## config.mk

```make
export PLATFORM = sky130hd
export DESIGN_NAME = rst_seq_ctrl
export DESIGN_NICKNAME = d
export VERILOG_FILES = /design/src/rtl/rst_seq_pkg.sv /design/src/rtl/rst_req_sync.sv /design/src/rtl/rst_seq_fsm.sv /design/src/rtl/rst_cause_reg.sv /design/src/rtl/rst_dom_local.sv /design/src/rtl/rst_seq_ctrl.sv
export SDC_FILE = /design/constraint.sdc
export NUM_CORES = 1
export LEC_CHECK = 0
export ABC_CLOCK_PERIOD_IN_PS = 2400
export BUFFER_PORTS_ARGS = -buffer_cell sky130_fd_sc_hd__buf_2
export CAP_MARGIN = 15
export CORE_ASPECT_RATIO = 1.5
export CORE_MARGIN = 2
export CORE_UTILIZATION = 48
export CTS_CLUSTER_SIZE = 16
export DETAILED_ROUTE_END_ITERATION = 10
export PLACE_DENSITY = 0.76
export SLEW_MARGIN = 10
export SYNTH_ARGS = -nofsm -noshare
export SYNTH_HDL_FRONTEND = slang
export SYNTH_HIERARCHICAL = 1
export SYNTH_SLANG_ARGS = --single-unit
```

## constraint.sdc

```tcl
create_clock -name clk -period 2.4 [get_ports clk]
set_input_delay 0.24 -clock clk [delete_from_list [all_inputs] [get_ports clk]]
set_output_delay 0.24 -clock clk [all_outputs]
set_load 0.05 [all_outputs]
```

## src/rtl/rst_seq_pkg.sv

```systemverilog
package rst_seq_pkg;

  typedef enum logic [2:0] {
    ST_IDLE,
    ST_COLD,
    ST_WINT,
    ST_WMDM,
    ST_WPIN,
    ST_WABT,
    ST_WWAKE
  } seq_st_t;

  localparam int CZ_COLD = 0;
  localparam int CZ_SW   = 1;
  localparam int CZ_WDT  = 2;
  localparam int CZ_EXT  = 3;
  localparam int CZ_W    = 4;

  // Effective pin low time: a zero count is stretched to one cycle.
  function automatic logic [8:0] pin_len(input logic [7:0] h);
    return (h == 8'd0) ? 9'd1 : {1'b0, h};
  endfunction

endpackage

```

## src/rtl/rst_req_sync.sv

```systemverilog
module rst_req_sync #(
  parameter int W      = 3,
  parameter int STAGES = 2
) (
  input  logic         clk,
  input  logic         rst_n,
  input  logic [W-1:0] d_async,
  output logic [W-1:0] q_sync
);

  logic [W-1:0] stg [STAGES];

  always_ff @(posedge clk or negedge rst_n) begin
    if (!rst_n) begin
      for (int i = 0; i < STAGES; i++) stg[i] <= '0;
    end else begin
      stg[0] <= d_async;
      for (int i = 1; i < STAGES; i++) stg[i] <= stg[i-1];
    end
  end

  assign q_sync = stg[STAGES-1];

endmodule

```

## src/rtl/rst_seq_fsm.sv

```systemverilog
module rst_seq_fsm
  import rst_seq_pkg::*;
#(
  parameter int COLD_CYC = 4
) (
  input  logic       clk,
  input  logic       por_n,
  input  logic       cold_s,
  input  logic       sw_bit,
  input  logic       wdt_s,
  input  logic       ext_s,
  input  logic [7:0] hold_cfg,
  output seq_st_t    state,
  output logic       seq_start,
  output logic       seq_done
);

  localparam int CNT_W = $clog2((COLD_CYC > 512) ? COLD_CYC : 512);

  logic [CNT_W-1:0] cnt;
  logic [8:0]       hold_q;
  logic             any_warm;
  logic             cold_last;
  logic             pin_last;

  assign any_warm  = sw_bit | wdt_s | ext_s;
  assign cold_last = (cnt == CNT_W'(COLD_CYC - 1));
  assign pin_last  = (cnt == (CNT_W'(hold_q) - CNT_W'(1)));
  assign seq_start = (state == ST_IDLE) && !cold_s && any_warm;
  assign seq_done  = (state == ST_WWAKE) && !cold_s;

  always_ff @(posedge clk or negedge por_n) begin
    if (!por_n) begin
      state  <= ST_COLD;
      cnt    <= '0;
      hold_q <= 9'd1;
    end else if (cold_s) begin
      state <= ST_COLD;
      cnt   <= '0;
    end else begin
      unique case (state)
        ST_IDLE: begin
          if (any_warm) begin
            state  <= ST_WINT;
            hold_q <= pin_len(hold_cfg);
          end
        end
        ST_COLD: begin
          if (cold_last) begin
            state <= ST_IDLE;
            cnt   <= '0;
          end else begin
            cnt <= cnt + CNT_W'(1);
          end
        end
        ST_WINT: state <= ST_WMDM;
        ST_WMDM: begin
          state <= ST_WPIN;
          cnt   <= '0;
        end
        ST_WPIN: begin
          if (pin_last) begin
            state <= ST_WABT;
            cnt   <= '0;
          end else begin
            cnt <= cnt + CNT_W'(1);
          end
        end
        ST_WABT:  state <= ST_WWAKE;
        ST_WWAKE: state <= ST_IDLE;
        default:  state <= ST_IDLE;
      endcase
    end
  end

endmodule

```

## src/rtl/rst_cause_reg.sv

```systemverilog
module rst_cause_reg
  import rst_seq_pkg::*;
(
  input  logic            clk,
  input  logic            por_n,
  input  logic            cold_evt,
  input  logic            seq_start,
  input  logic            sw_src,
  input  logic            wdt_src,
  input  logic            ext_src,
  input  logic [CZ_W-1:0] clr,
  output logic [CZ_W-1:0] cause
);

  logic [CZ_W-1:0] set_v;

  always_comb begin
    set_v          = '0;
    set_v[CZ_COLD] = cold_evt;
    set_v[CZ_SW]   = seq_start & sw_src;
    set_v[CZ_WDT]  = seq_start & wdt_src;
    set_v[CZ_EXT]  = seq_start & ext_src;
  end

  always_ff @(posedge clk or negedge por_n) begin
    if (!por_n) cause <= CZ_W'(1) << CZ_COLD;
    else        cause <= (cause & ~clr) | set_v;
  end

endmodule

```

## src/rtl/rst_dom_local.sv

```systemverilog
module rst_dom_local #(
  parameter int NDOM = 4
) (
  input  logic            clk,
  input  logic            por_n,
  input  logic [NDOM-1:0] dom_off,
  input  logic [NDOM-1:0] dom_sw_rst,
  output logic [NDOM-1:0] dom_rst
);

  logic [NDOM-1:0] off_q;

  for (genvar d = 0; d < NDOM; d++) begin : g_dom
    always_ff @(posedge clk or negedge por_n) begin
      if (!por_n) begin
        off_q[d]   <= 1'b0;
        dom_rst[d] <= 1'b0;
      end else begin
        off_q[d]   <= dom_off[d];
        dom_rst[d] <= (off_q[d] & ~dom_off[d]) | dom_sw_rst[d];
      end
    end
  end

endmodule

```

## src/rtl/rst_seq_ctrl.sv

```systemverilog
module rst_seq_ctrl
  import rst_seq_pkg::*;
#(
  parameter int              NCLS     = 8,
  parameter int              NDOM     = 4,
  parameter int              COLD_CYC = 4,
  parameter int              SYNC_STG = 2,
  parameter logic [NCLS-1:0] PRESERVE = 8'hF0
) (
  input  logic            clk,
  input  logic            por_n,
  input  logic            emu_cold_req,
  input  logic            wdt_req,
  input  logic            ext_req,
  input  logic            sw_rst_set,
  input  logic [7:0]      hold_cfg,
  input  logic [CZ_W-1:0] cause_clr,
  input  logic [NDOM-1:0] dom_off,
  input  logic [NDOM-1:0] dom_sw_rst,
  output logic            cold_rst,
  output logic            warm_rst,
  output logic [NCLS-1:0] cls_rst,
  output logic [NCLS-1:0] cls_pwron_rst,
  output logic            modem_warm_rst,
  output logic            ext_warm_rst_n,
  output logic            vc_abort,
  output logic [NDOM-1:0] dom_on_req,
  output logic [NDOM-1:0] dom_rst,
  output logic            sw_rst_bit,
  output logic [CZ_W-1:0] rst_cause
);

  logic [2:0] req_s;
  logic       cold_s, wdt_s, ext_s;
  seq_st_t    state;
  logic       seq_start, seq_done;
  logic       in_warm, in_mdm;

  rst_req_sync #(.W(3), .STAGES(SYNC_STG)) u_sync (
    .clk     (clk),
    .rst_n   (por_n),
    .d_async ({ext_req, wdt_req, emu_cold_req}),
    .q_sync  (req_s)
  );

  assign cold_s = req_s[0];
  assign wdt_s  = req_s[1];
  assign ext_s  = req_s[2];

  rst_seq_fsm #(.COLD_CYC(COLD_CYC)) u_fsm (
    .clk       (clk),
    .por_n     (por_n),
    .cold_s    (cold_s),
    .sw_bit    (sw_rst_bit),
    .wdt_s     (wdt_s),
    .ext_s     (ext_s),
    .hold_cfg  (hold_cfg),
    .state     (state),
    .seq_start (seq_start),
    .seq_done  (seq_done)
  );

  rst_cause_reg u_cause (
    .clk       (clk),
    .por_n     (por_n),
    .cold_evt  (cold_s),
    .seq_start (seq_start),
    .sw_src    (sw_rst_bit),
    .wdt_src   (wdt_s),
    .ext_src   (ext_s),
    .clr       (cause_clr),
    .cause     (rst_cause)
  );

  rst_dom_local #(.NDOM(NDOM)) u_local (
    .clk        (clk),
    .por_n      (por_n),
    .dom_off    (dom_off),
    .dom_sw_rst (dom_sw_rst),
    .dom_rst    (dom_rst)
  );

  // Software warm reset bit: a write sets it, completion clears it.
  always_ff @(posedge clk or negedge por_n) begin
    if (!por_n)          sw_rst_bit <= 1'b0;
    else if (sw_rst_set) sw_rst_bit <= 1'b1;
    else if (seq_done)   sw_rst_bit <= 1'b0;
  end

  assign in_warm = (state inside {ST_WINT, ST_WMDM, ST_WPIN, ST_WABT, ST_WWAKE});
  assign in_mdm  = (state inside {ST_WMDM, ST_WPIN, ST_WABT, ST_WWAKE});

  assign cold_rst       = (state == ST_COLD);
  assign warm_rst       = cold_rst | in_warm;
  assign modem_warm_rst = cold_rst | in_mdm;
  assign ext_warm_rst_n = !(cold_rst || state == ST_WPIN);
  assign vc_abort       = (state == ST_WABT);
  assign dom_on_req     = (state == ST_WWAKE) ? dom_off : '0;

  for (genvar c = 0; c < NCLS; c++) begin : g_cls
    if (PRESERVE[c]) begin : g_keep
      assign cls_rst[c] = cold_rst;
    end else begin : g_plain
      assign cls_rst[c] = warm_rst;
    end
    assign cls_pwron_rst[c] = cold_rst;
  end

endmodule

```

==> results.cfg <==
[status]
status = complete, no violations

[synthesis]
async_flop_share_pct = 100
synth_common_cells = dfrtp_1, nand2_1, buf_4
synth_area_leader_cell = dfrtp_1
ys.flop_type = dfrtp_1
synth_warnings = 6
yosysMostFrequentCell = dfrtp_1
synthTopCellsByArea = dfrtp_1, buf_4, nand2_1
synth_cell_types = 60
ys_seq_elements = 39
syn_nets = 273
synth.avg_cell_area_sq_um = 9.51
syn_area_sq_um = 2320
synth-edff-count = 0
synth_cells = 244
synth_top_area_share_pct = 38.8
ys_seq_area_share_pct = 42.2

[timing]
setup_slack_ns = 0.0923
period_needed_ns = 2.31
worst-slew-pin-transition_ns = 0.842
skew_ns = 0.00728
clock.fmax_mhz = 433
setup_viol = 0
finalCritPeriodShare_pct = 96.2
slew_headroom_pct = 43.9
hold_violations = 0
grt_setup_unrepaired = true
slew_violations = 0
hold_slack_ns = 0.0332

[place]
hpwl_um = 3590
dp_slack_ns = -0.0321
gp_congestion = 0.900
port_buffers = 59
dp.cells = 348
placed_cell_area_sq_um = 2560

[worst_setup_path]
crit_path_end_kind = flop
critPathMaxStageDelay_ns = 0.50
cp.buffers_inverters = 2
reg2reg_depth = 9
crit_slowest_cell = or4b_4
r2r-start = u_fsm/hold_q[1]
path_depth = 9
startpoint = u_fsm/hold_q[1]
required_ns = 2.58
crit_chain = inv_2 > ha_4 > or4b_4 > o41ai_2 > and4b_2 > a21boi_2 > a221oi_4 > buf_12 > o311ai_2
path_delay_family = simple AND/OR/NAND/NOR gates
crit_type = reg -> reg
startpoint_type = flop
cp_max_fo = 8
r2r_setup_slack_ns = 0.09
r2r-end = u_fsm/cnt[2]
cp.arrival_ns = 2.49

[drt]
via_per_inst = 5.31
vias = 1900
first_iter_violations = 44
dr.pass1.iters = 4
final_antenna_net_count = 0
routedWlPerCell_um = 13.6
drc = 0
wirelength_um = 4870

[power]
powerDensity_nw_per_um2 = 1110
p_leak_nw = 1.22
ir_worst_vdd_uv = 718

[global_route]
grtUsageTotal_pct = 20.5
grt_max_degree = 40
use_met1_pct = 23.7
gr-usage-met3_pct = 4.92
grt_antenna_before_repair = 0
grt_pass1_vias = 1889
grtUsageMet2_pct = 34.4
grt_pass1_wl_um = 8270
busiest_layer = met2
overflow = 0

[cells_and_area]
insertedDiodeCount = 0
drive_gt1_share_pct = 35.3
instances_no_fill = 358
area_growth_pct = 17.2
register_area_sq_um = 980
fill_cells = 448
finalInstanceArea_sq_um = 2720
nNetsFinal = 320
multi_input_area_sq_um = 1120

[floorplanning]
die-area_sq_um = 5420
io_pins = 60
start_util_pct = 49.0
die_h_um = 89.1
core_area_sq_um = 4730
row_count = 31
die_x_um = 60.8

[clock_network]
cts_tree = built
cts.htree.levels = 2
clock_latency_ns = 0.30
cts_hold_buf = 0
cts_root_buf = clkbuf_8
clk_pin_slew_worst_paths_ns = 0.08
clock_sink_count = 39
cts_made_buffers = 5
cts_max_path_buffers = 2

[run]
maxCapViolCount = 0

[min_path]
hp-class = in -> async
[through the flow]
| step | power (mW) | util [%] | setup TNS (ns) |
|---|---|---|---|
| 4_1_cts | 3.00 | 56.9 | 0 |
| 3_5_place_dp | 2.40 | 54.1 | -0.108 |
| 5_1_grt | 3.22 | 57.5 | -0.0183 |
| 3_3_place_gp | 2.38 | 54.1 | 0 |
| 2_1_floorplan | 2.22 | - | 0 |
| 6_report | 3.03 | 57.5 | 0 |
[how the worst max path moves through the flow]
| stage | to |
|---|---|
| final | u_fsm/cnt[2] |
| after global routing | u_fsm/cnt[2] |
| after global placement | u_fsm/cnt[4] |
| after floorplan | cls_pwron_rst[0] |
| after detailed placement | u_fsm/cnt[4] |
| after CTS | u_fsm/cnt[2] |
[sequential cells by signal, indices dropped and copies added (netlist names)]
| name | flops |
|---|---|
| u_sync/q_sync | 3 |
| u_sync/stg | 3 |
| sw_rst_bit | 1 |
| u_local/dom_rst | 4 |
| u_fsm/cnt | 9 |
| u_cause/cause | 4 |
| u_local/off_q | 4 |
| u_fsm/hold_q | 8 |
| u_fsm/state | 3 |
[what timing repair did]
| item | 4_1_cts | 5_1_grt |
|---|---|---|
| resized for setup | 0 | 5 |
| endpoints found under the setup margin | 7 | 9 |
| pin swaps | 0 | 1 |
| setup buffers | 1 | 1 |
[power breakdown]
| part | switching [mW] | total [mW] | internal (mW) |
|---|---|---|---|
| Sequential | 0.167 | 0.948 | 0.781 |
| Clock | 0.257 | 0.570 | 0.313 |
| Combinational | 1.02 | 1.51 | 0.485 |
| Total | 1.45 | 3.03 | 1.58 |
[cells in the final DEF, fill, tap and decap left out, types with 2 or more instances in the layout]
cell	synthesis	routed
nor3_1	8	7
nand4_1	2	2
o32ai_1	6	6
or2_2	3	3
nor3b_2	4	5
ha_1	3	2
xnor2_1	5	5
mux2i_1	2	2
inv_1	17	15
xor2_1	4	4
o21ai_1	5	5
and2_1	2	2
a21oi_1	5	5
clkbuf_8	0	5
dfrtp_1	36	36
a211oi_1	2	2
a21o_1	7	7
nand2_1	26	26
o21bai_1	2	2
nand2b_1	4	4
or3_1	2	2
or4_1	2	2
dfstp_2	3	3
nand3_1	5	5
buf_4	19	5
nor4b_1	2	2
inv_2	1	3
o21ai_0	15	15
nor4_1	2	2
nor2_1	16	16
buf_2	1	59
[cell type report]
cell class / instances / share of cell area (%)
multi-input combinational: 162 / 41.2
tap: 66 / 3.04
inverter: 18 / 2.49
clock buffer: 5 / 2.53
clock inverter: 3 / 1.70
sequential: 39 / 36.0
timing repair buffer: 65 / 13.0
[layer usage]
layer	share of wire [%]	vias to the layer above
li1	-	940
met1	40	907
met2	53	44
met3	4.3	9
met4	2.7	0
met5	0	-
[cells by family (layout without fill, tap and decap cells)]
| group | count (synthesis) | after routing | synth area share [%] |
|---|---|---|---|
| mux | 2 | 2 | 0.863 |
| fa+ha+maj | 3 | 3 | 1.62 |
| simple gates | 91 | 91 | 21.9 |
| flops | 39 | 39 | 42.2 |
| xor+xnor | 9 | 9 | 3.40 |
| buf+inv | 43 | 91 | 10.4 |
| compound gates | 57 | 57 | 19.6 |
(Power assumes the default switching activity.)
